==> src/rtl/frame_check_pkg.sv <==
package frame_check_pkg;
  localparam int RES_W    = 3;
  localparam int RES_BIAS = 3;
endpackage

==> src/rtl/frame_crc_reg.sv <==
module frame_crc_reg #(
  parameter int             W    = 16,
  parameter logic [W-1:0]   POLY = 16'h1021,
  parameter logic [W-1:0]   INIT = '1
) (
  input  logic         clk,
  input  logic         rst,
  input  logic         clear,
  input  logic         step,
  input  logic         din,
  output logic [W-1:0] crc
);
  logic         fb;
  logic [W-1:0] crc_nxt;

  always_comb begin
    fb      = crc[W-1] ^ din;
    crc_nxt = {crc[W-2:0], 1'b0} ^ (fb ? POLY : '0);
  end

  always_ff @(posedge clk) begin
    if (rst || clear) crc <= INIT;
    else if (step)    crc <= crc_nxt;
  end
endmodule

==> src/rtl/frame_char_pack.sv <==
module frame_char_pack #(
  parameter int MAXW = 8,
  parameter int CW   = $clog2(MAXW + 1)
) (
  input  logic            clk,
  input  logic            rst,
  input  logic            clear,
  input  logic            step,
  input  logic            din,
  input  logic [CW-1:0]   len,
  output logic            full,
  output logic [CW-1:0]   cnt,
  output logic [MAXW-1:0] word,
  output logic [MAXW-1:0] word_next
);
  // place the incoming bit at the current fill position
  for (genvar i = 0; i < MAXW; i++) begin : g_slot
    assign word_next[i] = (cnt == CW'(i)) ? din : word[i];
  end

  assign full = step && (CW'(cnt + 1'b1) == len);

  always_ff @(posedge clk) begin
    if (rst || clear) begin
      cnt  <= '0;
      word <= '0;
    end else if (step) begin
      if (full) begin
        cnt  <= '0;
        word <= '0;
      end else begin
        cnt  <= CW'(cnt + 1'b1);
        word <= word_next;
      end
    end
  end
endmodule

==> src/rtl/frame_len_count.sv <==
module frame_len_count #(
  parameter int LIMIT = 16,
  parameter int NW    = $clog2(LIMIT + 1)
) (
  input  logic clk,
  input  logic rst,
  input  logic clear,
  input  logic step,
  output logic empty,
  output logic reached
);
  logic [NW-1:0] n;

  assign empty   = (n == '0);
  assign reached = (n == NW'(LIMIT));

  always_ff @(posedge clk) begin
    if (rst || clear)          n <= '0;
    else if (step && !reached) n <= NW'(n + 1'b1);
  end
endmodule

==> src/rtl/frame_check_rx.sv <==
module frame_check_rx
  import frame_check_pkg::*;
#(
  parameter int               MAXW  = 8,
  parameter int               SEL_W = 2,
  parameter int               CRC_W = 16,
  parameter logic [CRC_W-1:0] POLY  = 16'h1021,
  parameter logic [CRC_W-1:0] GOOD  = 16'h1D0F
) (
  input  logic             clk,
  input  logic             rst,
  input  logic             bit_valid,
  input  logic             bit_data,
  input  logic             flag_close,
  input  logic             abort,
  input  logic [SEL_W-1:0] len_sel,
  output logic             char_valid,
  output logic [MAXW-1:0]  char_data,
  output logic             eof,
  output logic             crc_err,
  output logic             short_frame,
  output logic [RES_W-1:0] residue
);
  localparam int CW      = $clog2(MAXW + 1);
  localparam int MIN_LEN = MAXW - (1 << SEL_W) + 1;

  logic             acc, end_ok, clr;
  logic [CW-1:0]    len;
  logic             full;
  logic [CW-1:0]    cnt;
  logic [MAXW-1:0]  word, word_next;
  logic [CRC_W-1:0] crc;
  logic             fresh, long_enough;
  logic [CW:0]      rsum;

  assign acc    = bit_valid && !flag_close && !abort;
  assign end_ok = flag_close && !abort;
  assign clr    = flag_close || abort;
  assign len    = CW'(MIN_LEN) + CW'(len_sel);
  assign rsum   = {1'b0, cnt} + (CW+1)'(RES_BIAS);

  frame_crc_reg #(.W(CRC_W), .POLY(POLY), .INIT('1)) crc_i (
    .clk(clk), .rst(rst), .clear(clr), .step(acc), .din(bit_data), .crc(crc)
  );

  frame_char_pack #(.MAXW(MAXW), .CW(CW)) pack_i (
    .clk(clk), .rst(rst), .clear(clr), .step(acc), .din(bit_data), .len(len),
    .full(full), .cnt(cnt), .word(word), .word_next(word_next)
  );

  frame_len_count #(.LIMIT(CRC_W)) lenc_i (
    .clk(clk), .rst(rst), .clear(clr), .step(acc),
    .empty(fresh), .reached(long_enough)
  );

  always_ff @(posedge clk) begin
    if (rst) begin
      char_valid  <= 1'b0;
      char_data   <= '0;
      eof         <= 1'b0;
      crc_err     <= 1'b0;
      short_frame <= 1'b0;
      residue     <= '0;
    end else begin
      char_valid  <= (acc && full) || (end_ok && cnt != '0);
      eof         <= end_ok;
      crc_err     <= end_ok && ((crc != GOOD) || !long_enough);
      short_frame <= end_ok && !long_enough;
      if (acc && full)
        char_data <= word_next;
      else if (end_ok && cnt != '0)
        char_data <= word;
      if (end_ok)
        residue <= rsum[RES_W-1:0];
      else if (acc && fresh)
        residue <= '0;
    end
  end
endmodule

==> config.mk <==
export PLATFORM = sky130hd
export DESIGN_NAME = frame_check_rx
export DESIGN_NICKNAME = d
export VERILOG_FILES = /design/src/rtl/frame_check_pkg.sv /design/src/rtl/frame_crc_reg.sv /design/src/rtl/frame_char_pack.sv /design/src/rtl/frame_len_count.sv /design/src/rtl/frame_check_rx.sv
export SDC_FILE = /design/constraint.sdc
export NUM_CORES = 1
export LEC_CHECK = 0
export BUFFER_PORTS_ARGS = -buffer_cell sky130_fd_sc_hd__clkbuf_2
export CAP_MARGIN = 20
export CORE_ASPECT_RATIO = 0.5
export CORE_MARGIN = 5
export CORE_UTILIZATION = 60
export CTS_CLUSTER_SIZE = 8
export DETAILED_ROUTE_END_ITERATION = 6
export PLACE_DENSITY_LB_ADDON = 0.2
export SLEW_MARGIN = 10
export SYNTH_ARGS = -nofsm -noshare
export SYNTH_HDL_FRONTEND = slang
export SYNTH_SLANG_ARGS = --single-unit
==> constraint.sdc <==
create_clock -name clk -period 3.1 [get_ports clk]
set_input_delay 0.31 -clock clk [delete_from_list [all_inputs] [get_ports clk]]
set_output_delay 0.31 -clock clk [all_outputs]
set_load 0.02 [all_outputs]
==> results of run 1 <==
[per-stage QoR]
step	power [mW]	setup WS (ns)	util, %
final	1.08	0.651	69.4
after global routing	1.13	0.444	69.4
after CTS	1.09	0.658	69.4
after detailed placement	0.717	0.645	66.7
after global placement	0.715	0.785	66.7
after floorplan	0.697	1.06	-
[layout make-up]
class	instances	area, um2
multi-input combinational	164	1160
sequential	48	961
timing repair buffer	25	133
clock inverter	3	23.8
clock buffer	5	68.8
inverter	7	26.3
fill	295	1070
tap	51	63.8
[cells by family (layout without fill, tap and decap cells)]
| kind of cell | Yosys count | count (layout) | share of synthesized area (%) |
|---|---|---|---|
| and+or+nand+nor | 79 | 79 | 17.5 |
| DFF | 48 | 48 | 43.1 |
| AOI/OAI and AO/OA | 40 | 40 | 13.3 |
| muxes | 26 | 26 | 12.1 |
| buffers and inverters | 19 | 40 | 4.83 |
| xor gates and xnor gates | 11 | 11 | 4.66 |
| adders and majority gates | 8 | 8 | 4.49 |
[placed cells by master (no fill, tap or decap), types with 2 or more instances in the layout]
cell,instances
dfxtp_1,48
ha_1,8
a221o_1,14
buf_4,3
mux2i_1,18
nand2_1,23
nand2b_1,3
nor4_1,3
o21ai_0,17
a21oi_1,3
clkinvlp_4,2
nand4_1,4
clkbuf_2,22
nor3_1,4
nor2_1,28
xnor2_1,6
mux2_2,8
nor2b_1,3
inv_1,6
xor2_1,4
clkbuf_8,5
[critical path: cells and delay by family, from the launching register on]
family	cells	cell delay, ns
buf+inv	1	0.15
compound gates	3	1.00
xor+xnor	1	0.21
fa+ha+maj	1	0.36
flops	1	0.56
[synth_stat cells (4+ instances only)]
library cell  number  share of area [%]
a221o_1           14                6.3
clkbuf_1           6                1.0
dfxtp_1           48                 43
ha_1               8                4.5
inv_1              6                1.0
mux2_2             8                4.0
mux2i_1           18                8.1
nand2_1           23                3.9
nand4_1            4                1.1
nor2_1            28                4.7
nor3_1             4               0.90
o21ai_0           17                3.8
xnor2_1            6                2.4
xor2_1             4                1.6
[sequential cells by signal (all words and copies together) (netlist names)]
| register | count |
|---|---|
| crc_i.crc | 16 |
| char_data | 8 |
| pack_i.word | 8 |
| lenc_i.n | 5 |
| pack_i.cnt | 4 |
| residue | 3 |
| char_valid | 1 |
| crc_err | 1 |
| eof | 1 |
| short_frame | 1 |
[power by group]
group          total [mW]  switching [mW]  internal (mW)
logic              0.0683          0.0434         0.0249
clock network       0.379           0.219          0.160
registers           0.634         0.00780          0.627
[path summary, 6_finish.rpt]
kind / startpoint / to / slack (ns) / depth (start not counted)
hold / removal: residue[0]$_SDFFE_PP0P_ / residue[0]$_SDFFE_PP0P_ / 0.46 / 2
setup reg to reg: pack_i.cnt[0]$_SDFFE_PP0P_ / pack_i.word[5]$_SDFFE_PP0P_ / 0.65 / 6
setup / recovery: pack_i.cnt[0]$_SDFFE_PP0P_ / pack_i.word[5]$_SDFFE_PP0P_ / 0.65 / 6
hold reg to reg: residue[0]$_SDFFE_PP0P_ / residue[0]$_SDFFE_PP0P_ / 0.46 / 2
[routing by layer]
metal  up-vias  part of all wire [%]
met5         -                     0
met4         0                  0.99
met3         5                   3.2
met2        18                    47
met1       804                    49
li1        862                     -
==> summary.txt, run 1 <==
CP endpoint kind: flip-flop
CTS tree: done
Worst-Margin Slew: 0.709 ns
Netlist Area Pre-Place: 2230 um2
Clock latency on the worst-skew pair: 0.31 ns
Layout cells sized above 1: 19.8%
Grt met2 use: 30.7%
Design area: 2430 um2
CTS clk-pin slew, worst paths: 0.09 ns
CTS buffer count: 5
Busiest grt layer: met2
Root Driver: clkbuf_8
Synthesis-to-finish area growth: 9.33%
Data arrival, critical path: 2.60 ns
Fin crit period: 2.45 ns
Cells after Synth: 231
PwrDens: 444 nW/um2
Crit-path cells: inv_1, ha_1, xnor2_1, o211ai_2, o211ai_1, o21ai_0
Syn avg cell area: 9.64 um2
Syn. warnings: 0
Max VDD drop: 0.000235 V
Postcts setup bufs: 0
Core box area: 3510 um2
Max-slew violation count: 0
Iter 0 DRT Violations: 89
Post-layout nets: 267
Synthesized net count: 247
Met3 global-route usage: 5.26%
Placed Instances: 295
Total leakage power: 0.963 nW
Yosys reg bits: 48
Final worst-path cycle share: 79.0%
Crit-path max FO: 10
Antenna cells: 0
Max Fclk: 0.408 GHz
Fin cells: 303
Via density: 5.57
Starting density of the core: 63.5%
H-tree levels: 2
Fin Hold WS: 0.460 ns
Residual DRC: 0
Critical Path Start Type: flip-flop
Placed wire-length estimate: 2970 um
Port Buf Inserts: 22
GRT met1 Usage: 24.8%
Post-DP Area: 2340 um2
Max-cap violations: 0
Final Hold Viols: 0
Hold/Removal Path Class: reg -> reg
Rows: 15
Die area: 5100 um2
Clk sinks: 48
Largest net degree at the start of global routing: 24
Slowest cell on crit path: o211ai_1
Max Buffers Root-to-Sink: 2
Cts hold-fix bufs: 0
Initial antenna violation count: 0
Sequential share of the synthesized area: 43.1%
EDFF count, synth: 0
First-pass GRT wire length: 7450 um
Chip width: 96.2 um
Setup-failing EPs final: 0
Synth cell types: 41
# resized after CTS: 0
Status: finished clean
Die H: 53.1 um
IO Count: 23
Post-Route WL: 4260 um
WP data required: 3.25 ns
Detailed Routing Iterations Pass 1: 4
Clock skew: 0.00780 ns
CP peak stage delay: 0.61 ns
Post-route ant nets: 0
Synth async-reset ratio: 0%
Top_reg_cell synth: dfxtp_1
Post-Route Setup TNS: 0 ns
Vias in the first global route: 1577
Setup CP Type: reg -> reg
Wirelength per Cell: 14.1 um
GRT Total Usage: 19.2%
RSZ-0062 raised after global routing: no
Via count: 1689
Slew headroom: 52.6%
GR Overflow Total: 0
GPL Wtd Cong: 0.891
(Power assumes the default switching activity.)
==> inputs of run 2 (changes only) <==
- ABC_AREA: unset -> 1
- CORE_UTILIZATION: 60 -> 58
- clock period: 3.1 -> 2.3 ns (I/O delays scaled with it)
==> summary.txt, run 2 <==
Status: finished clean
Slew headroom: 74.1% (+22 points)
H-tree levels: 2 (unchanged)
Wirelength per Cell: 12.6 um (-11%)
Clock latency on the worst-skew pair: 0.30 ns (about the same)
EDFF count, synth: 0 (unchanged)
RSZ-0062 raised after global routing: no
Post-Route Setup TNS: 0 ns (unchanged)
Antenna cells: 0 (unchanged)
Synthesis-to-finish area growth: 10.2%
Sequential share of the synthesized area: 39.7% (-3.4 points)
PwrDens: 540 nW/um2 (+22%)
Die H: 55.7 um (+4.9%)
Post-layout nets: 365 (+37%)
Layout cells sized above 1: 17.4% (-2.4 points)
Netlist Area Pre-Place: 2420 um2 (+8.7%)
Yosys reg bits: 48 (unchanged)
Placed wire-length estimate: 3760 um (+27%)
Syn avg cell area: 7.42 um2 (-23%)
Most frequent cells in the layout: 92 x nand2_1, 48 x dfxtp_1, 33 x inv_1, 33 x a21oi_1, 25 x nand3_1
Vias in the first global route: 1959 (+24%)
GR Overflow Total: 0 (unchanged)
Max Fclk: 0.490 GHz (+20%)
CP endpoint kind: flip-flop
Post-synth top area cell: dfxtp_1
CTS clk-pin slew, worst paths: 0.09 ns (about the same)
Total leakage power: 1.12 nW (+16%)
Cells after Synth: 326 (+41%)
CTS buffer count: 5 (unchanged)
Data arrival, critical path: 2.28 ns (-0.32 ns)
Cell with the most instances after synthesis: nand2_1
IO Count: 23 (unchanged)
Setup CP Type: reg -> reg
Fin crit period: 2.04 ns (-0.407 ns)
Clk sinks: 48 (unchanged)
First-pass GRT wire length: 8630 um (+16%)
Iter 0 DRT Violations: 147 (+65%)
GPL Wtd Cong: 0.861 (-3.4%)
Syn. warnings: 0 (unchanged)
Via density: 5.41 (-2.9%)
Setup-failing EPs final: 0 (unchanged)
Hold/Removal Path Class: in -> reg
Synth cell types: 30 (-27%)
Core box area: 3960 um2 (+13%)
Max-cap violations: 0 (unchanged)
Synth area leaders: dfxtp_1 40%, nand2_1 14%, a21oi_1 6.8%
# resized after CTS: 0 (unchanged)
Critical Path Start Type: flip-flop
Starting density of the core: 61.0% (-2.4 points)
Cts hold-fix bufs: 0 (unchanged)
GRT Total Usage: 18.5% (-0.74 points)
Post-synth top cells: 92 x nand2_1, 48 x dfxtp_1, 33 x a21oi_1, 33 x inv_1, 25 x nand3_1
Worst-Margin Slew: 0.387 ns (-0.322 ns)
Die area: 5640 um2 (+11%)
Final Hold Viols: 0 (unchanged)
Root Driver: clkbuf_8
WP data required: 2.53 ns (-0.72 ns)
Port Buf Inserts: 22 (unchanged)
Max Buffers Root-to-Sink: 2 (unchanged)
Via count: 2186 (+29%)
Most common cell after layout, fill and taps aside: nand2_1
Synth async-reset ratio: 0% (unchanged)
CTS tree: done
Post-synth top area share: 39.7% (-3.4 points)
Post-route ant nets: 0 (unchanged)
Initial antenna violation count: 0 (unchanged)
Synthesized net count: 342 (+38%)
Postcts setup bufs: 0 (unchanged)
Largest Register: crc_i.crc
Fin Hold WS: 0.241 ns (-0.219 ns)
Residual DRC: 0 (unchanged)
Crit-path max FO: 20 (+10)
Detailed Routing Iterations Pass 1: 5 (+1)
Max-slew violation count: 0 (unchanged)
Final worst-path cycle share: 88.8% (+9.8 points)
Chip width: 101 um (+5.4%)
Top_reg_cell synth: dfxtp_1
Top flop regs: crc_i.crc: 16 flops, char_data: 8 flops, pack_i.word: 8 flops
Largest net degree at the start of global routing: 25 (+4.2%)
Post-Route WL: 5080 um (+19%)
Rows: 16 (+1)
Clock skew: 0.00374 ns (-0.00406 ns)
Max VDD drop: 0.000346 V (+47%)
Max reg flops: 16 (unchanged)
==> run 2: metrics by stage <==
step | total power [mW] | cell area (um2) | cells | utilization [%] | setup slack [ns]
6_report | 1.44 | 2670 | 404 | 67.3 | 0.258
5_1_grt | 1.51 | 2670 | 404 | 67.3 | 0.0257
4_1_cts | 1.45 | 2670 | 404 | 67.3 | 0.261
3_5_place_dp | 0.967 | 2580 | 396 | 65.1 | 0.284
3_3_place_gp | 0.965 | 2580 | 396 | 65.1 | 0.351
2_1_floorplan | 0.936 | 2420 | 326 | - | 0.405
==> run 2: where the power goes <==
group | leakage [nW] | internal [mW] | switching (mW) | total [mW]
Combinational | 0.685 | 0.0292 | 0.0677 | 0.0969
Clock | 0.0479 | 0.212 | 0.281 | 0.493
Sequential | 0.389 | 0.844 | 0.00745 | 0.851
==> run 2: logic make-up after synthesis <==
| logic type | count (synthesis) | share of synthesized area (%) |
|---|---|---|
| AND/OR/NAND/NOR | 156 | 31.5 |
| adder cells (fa/ha/maj) | 8 | 4.14 |
| buffers and inverters | 49 | 9.05 |
| XOR/XNOR | 3 | 1.09 |
| AO/OA/AOI/OAI | 62 | 14.5 |
| flip-flops | 48 | 39.7 |
==> run 2: layout make-up <==
class,count,area [um2]
Clock buffer,5,68.8
Fill cell,345,1300
Clock inverter,3,18.8
Sequential cell,48,961
Multi-Input combinational cell,229,1240
Inverter,36,135
Timing Repair Buffer,29,175
Tap cell,54,67.6
==> run 2: worst max-delay path, stage by stage (launching register included) <==
cell	delay [ns]
dfxtp_1	0.35
inv_2	0.07
ha_1	0.34
xnor2_1	0.16
nand2_1	0.10
nor2_4	0.21
nand3_2	0.28
buf_12	0.25
nand2_1	0.05
nand2_1	0.04
a21oi_1	0.12
==> run 2: worst paths after layout <==
check / end / start / slack, ns / cells past startpoint
max reg2reg: char_data[4]$_SDFFE_PP0P_ / pack_i.cnt[0]$_SDFFE_PP0P_ / 0.26 / 10
min reg2reg: residue[2]$_SDFFE_PP0P_ / residue[2]$_SDFFE_PP0P_ / 0.47 / 2
min: crc_i.crc[15]$_SDFFE_PP1P_ / bit_valid / 0.24 / 2
max: char_data[4]$_SDFFE_PP0P_ / pack_i.cnt[0]$_SDFFE_PP0P_ / 0.26 / 10
==> run 2: metal layers <==
metal	global-route usage, %	vias up	routed length (um)
li1	-	1121	-
met1	23.1	1016	2390
met2	32.2	45	2410
met3	5.26	4	257
met4	2.27	0	23
met5	0	-	0
==> inputs of run 3 (changes only) <==
- ABC_AREA: 1 -> unset
==> summary.txt, run 3 (same netlist as run 1, synthesis figures left out) <==
Final worst-path cycle share: 91.7% (+2.9 points)
Fin cells: 306 (-24%)
CP peak stage delay: 0.44 ns (+0.09 ns)
Final Hold Viols: 0 (unchanged)
Max Buffers Root-to-Sink: 2 (unchanged)
Vias in the first global route: 1716 (-12%)
Most frequent cells in the layout: 47 x dfxtp_1, 28 x nor2_1, 23 x nand2_1
IO Count: 23 (unchanged)
Via density: 5.63 (+4.1%)
CTS clk-pin slew, worst paths: 0.08 ns (about the same)
Met2 WL: 2170 um (-10%)
Wirelength per Cell: 14.4 um (+14%)
Worst-Margin Slew: 0.641 ns (+0.254 ns)
Setup CP Type: reg -> reg
Residual DRC: 0 (unchanged)
Fin crit period: 2.11 ns (+0.0676 ns)
Crit-path max FO: 10 (-50%)
Critical Path Start Type: flip-flop
Slew headroom: 57.3% (-17 points)
Post-Route Setup TNS: 0 ns (unchanged)
Layout cells sized above 1: 21.2% (+3.7 points)
Fin Hold WS: 0.383 ns (+0.142 ns)
Top flop regs: crc_i.crc: 16 flops, char_data: 8 flops, pack_i.word: 8 flops
Root Driver: clkbuf_8
Initial antenna violation count: 0 (unchanged)
Die H: 53.8 um (-3.3%)
Placed Instances: 300 (-24%)
Routed wl met3: 158 um (-39%)
Total leakage power: 0.999 nW (-11%)
GR Overflow Total: 0 (unchanged)
CP endpoint kind: flip-flop
Placed wire-length estimate: 3070 um (-18%)
Postcts setup bufs: 0 (unchanged)
Flop2flop setup slack: 0.19 ns (-0.07 ns)
Detailed Routing Iterations Pass 1: 4 (-1)
H-tree levels: 2 (unchanged)
GRT Total Usage: 18.9% (+0.43 points)
Antenna cells: 0 (unchanged)
Die area: 5250 um2 (-6.9%)
Clk sinks: 48 (unchanged)
Hold/Removal Path Class: in -> reg
Largest Register: crc_i.crc
Iter 0 DRT Violations: 66 (-55%)
Post-Route WL: 4400 um (-13%)
Chip width: 97.6 um (-3.7%)
Uppermost layer routed: met4
Crit-path cells: inv_1, ha_1, xnor2_1, o211ai_2, nor3_4, buf_4, mux2_2
First-pass GRT wire length: 7850 um (-9.0%)
Largest net degree at the start of global routing: 22 (-12%)
Port Buf Inserts: 22 (unchanged)
WP data required: 2.49 ns (-0.04 ns)
Clock skew: 0.00338 ns (-0.000364 ns)
Post-layout nets: 272 (-25%)
PwrDens: 613 nW/um2 (+14%)
Max reg flops: 16 (unchanged)
# resized after CTS: 0 (unchanged)
Rows: 15 (-1)
GPL Wtd Cong: 0.916 (+6.4%)
Data arrival, critical path: 2.30 ns (+0.02 ns)
Core box area: 3570 um2 (-10%)
Setup-failing EPs final: 0 (unchanged)
CTS tree: done
Slowest cell on crit path: dfxtp_1
WL met1: 2020 um (-16%)
Most common cell after layout, fill and taps aside: dfxtp_1
Post-DP Area: 2380 um2 (-7.7%)
Status: finished clean
Max VDD drop: 0.000409 V (+18%)
Via count: 1723 (-21%)
Starting density of the core: 62.5% (+1.4 points)
Clock latency on the worst-skew pair: 0.29 ns (about the same)
Util after Layout: 69.5% (+2.3 points)
Max-cap violations: 0 (unchanged)
CTS buffer count: 5 (unchanged)
Max Fclk: 0.474 GHz (-3.2%)
RSZ-0062 raised after global routing: no
Fill count: 300 (-13%)
Design area: 2480 um2 (-7.0%)
Cts hold-fix bufs: 0 (unchanged)
Post-route ant nets: 0 (unchanged)
Synthesis-to-finish area growth: 11.3%
Max-slew violation count: 0 (unchanged)
==> run 3: layout make-up <==
type,instances,area (um2),area share (%)
repair buffers,30,170,6.86
clock inverters,1,30.0,1.21
multi-input cells,164,1160,46.7
well taps,51,63.8,2.57
inverters,7,26.3,1.06
flip-flops and latches,48,962,38.8
clock buffers,5,68.8,2.77
==> run 3: power by group <==
| part | switching [mW] | leakage [nW] | internal (mW) |
|---|---|---|---|
| clock | 0.258 | 0.0501 | 0.312 |
| combinational | 0.0606 | 0.558 | 0.0366 |
| sequential | 0.00976 | 0.390 | 0.844 |
| total | 0.328 | 0.999 | 1.19 |
==> run 3: path summary, 6_finish.rpt <==
path,to,from,depth (start not counted)
min,residue[2]$_SDFFE_PP0P_,rst,3
max reg2reg,char_data[1]$_SDFFE_PP0P_,pack_i.cnt[0]$_SDFFE_PP0P_,7
min reg2reg,residue[0]$_SDFFE_PP0P_,residue[0]$_SDFFE_PP0P_,2
max,char_data[1]$_SDFFE_PP0P_,pack_i.cnt[0]$_SDFFE_PP0P_,7
==> run 3: routing by layer <==
layer  global-route usage [%]  vias to the layer above
li1                         -                      863
met1                     22.4                      830
met2                     34.5                       24
met3                     4.79                        6
met4                     6.67                        0
met5                        0                        -
==> run 3: stage by stage <==
step	total power [mW]	setup WS, ns
final	1.52	0.191
after global routing	1.59	0.0429
after CTS	1.54	0.138
after detailed placement	0.970	0.168
after global placement	0.968	0.276
after floorplan	0.939	0.261
==> run 3: critical path, delay by kind of cell, from the launching register on <==
family / cells / cell delay (ns)
flops: 1 / 0.44
fa+ha+maj: 1 / 0.35
mux: 1 / 0.35
buf+inv: 2 / 0.32
xor+xnor: 1 / 0.20
simple gates: 1 / 0.18
compound gates: 1 / 0.16
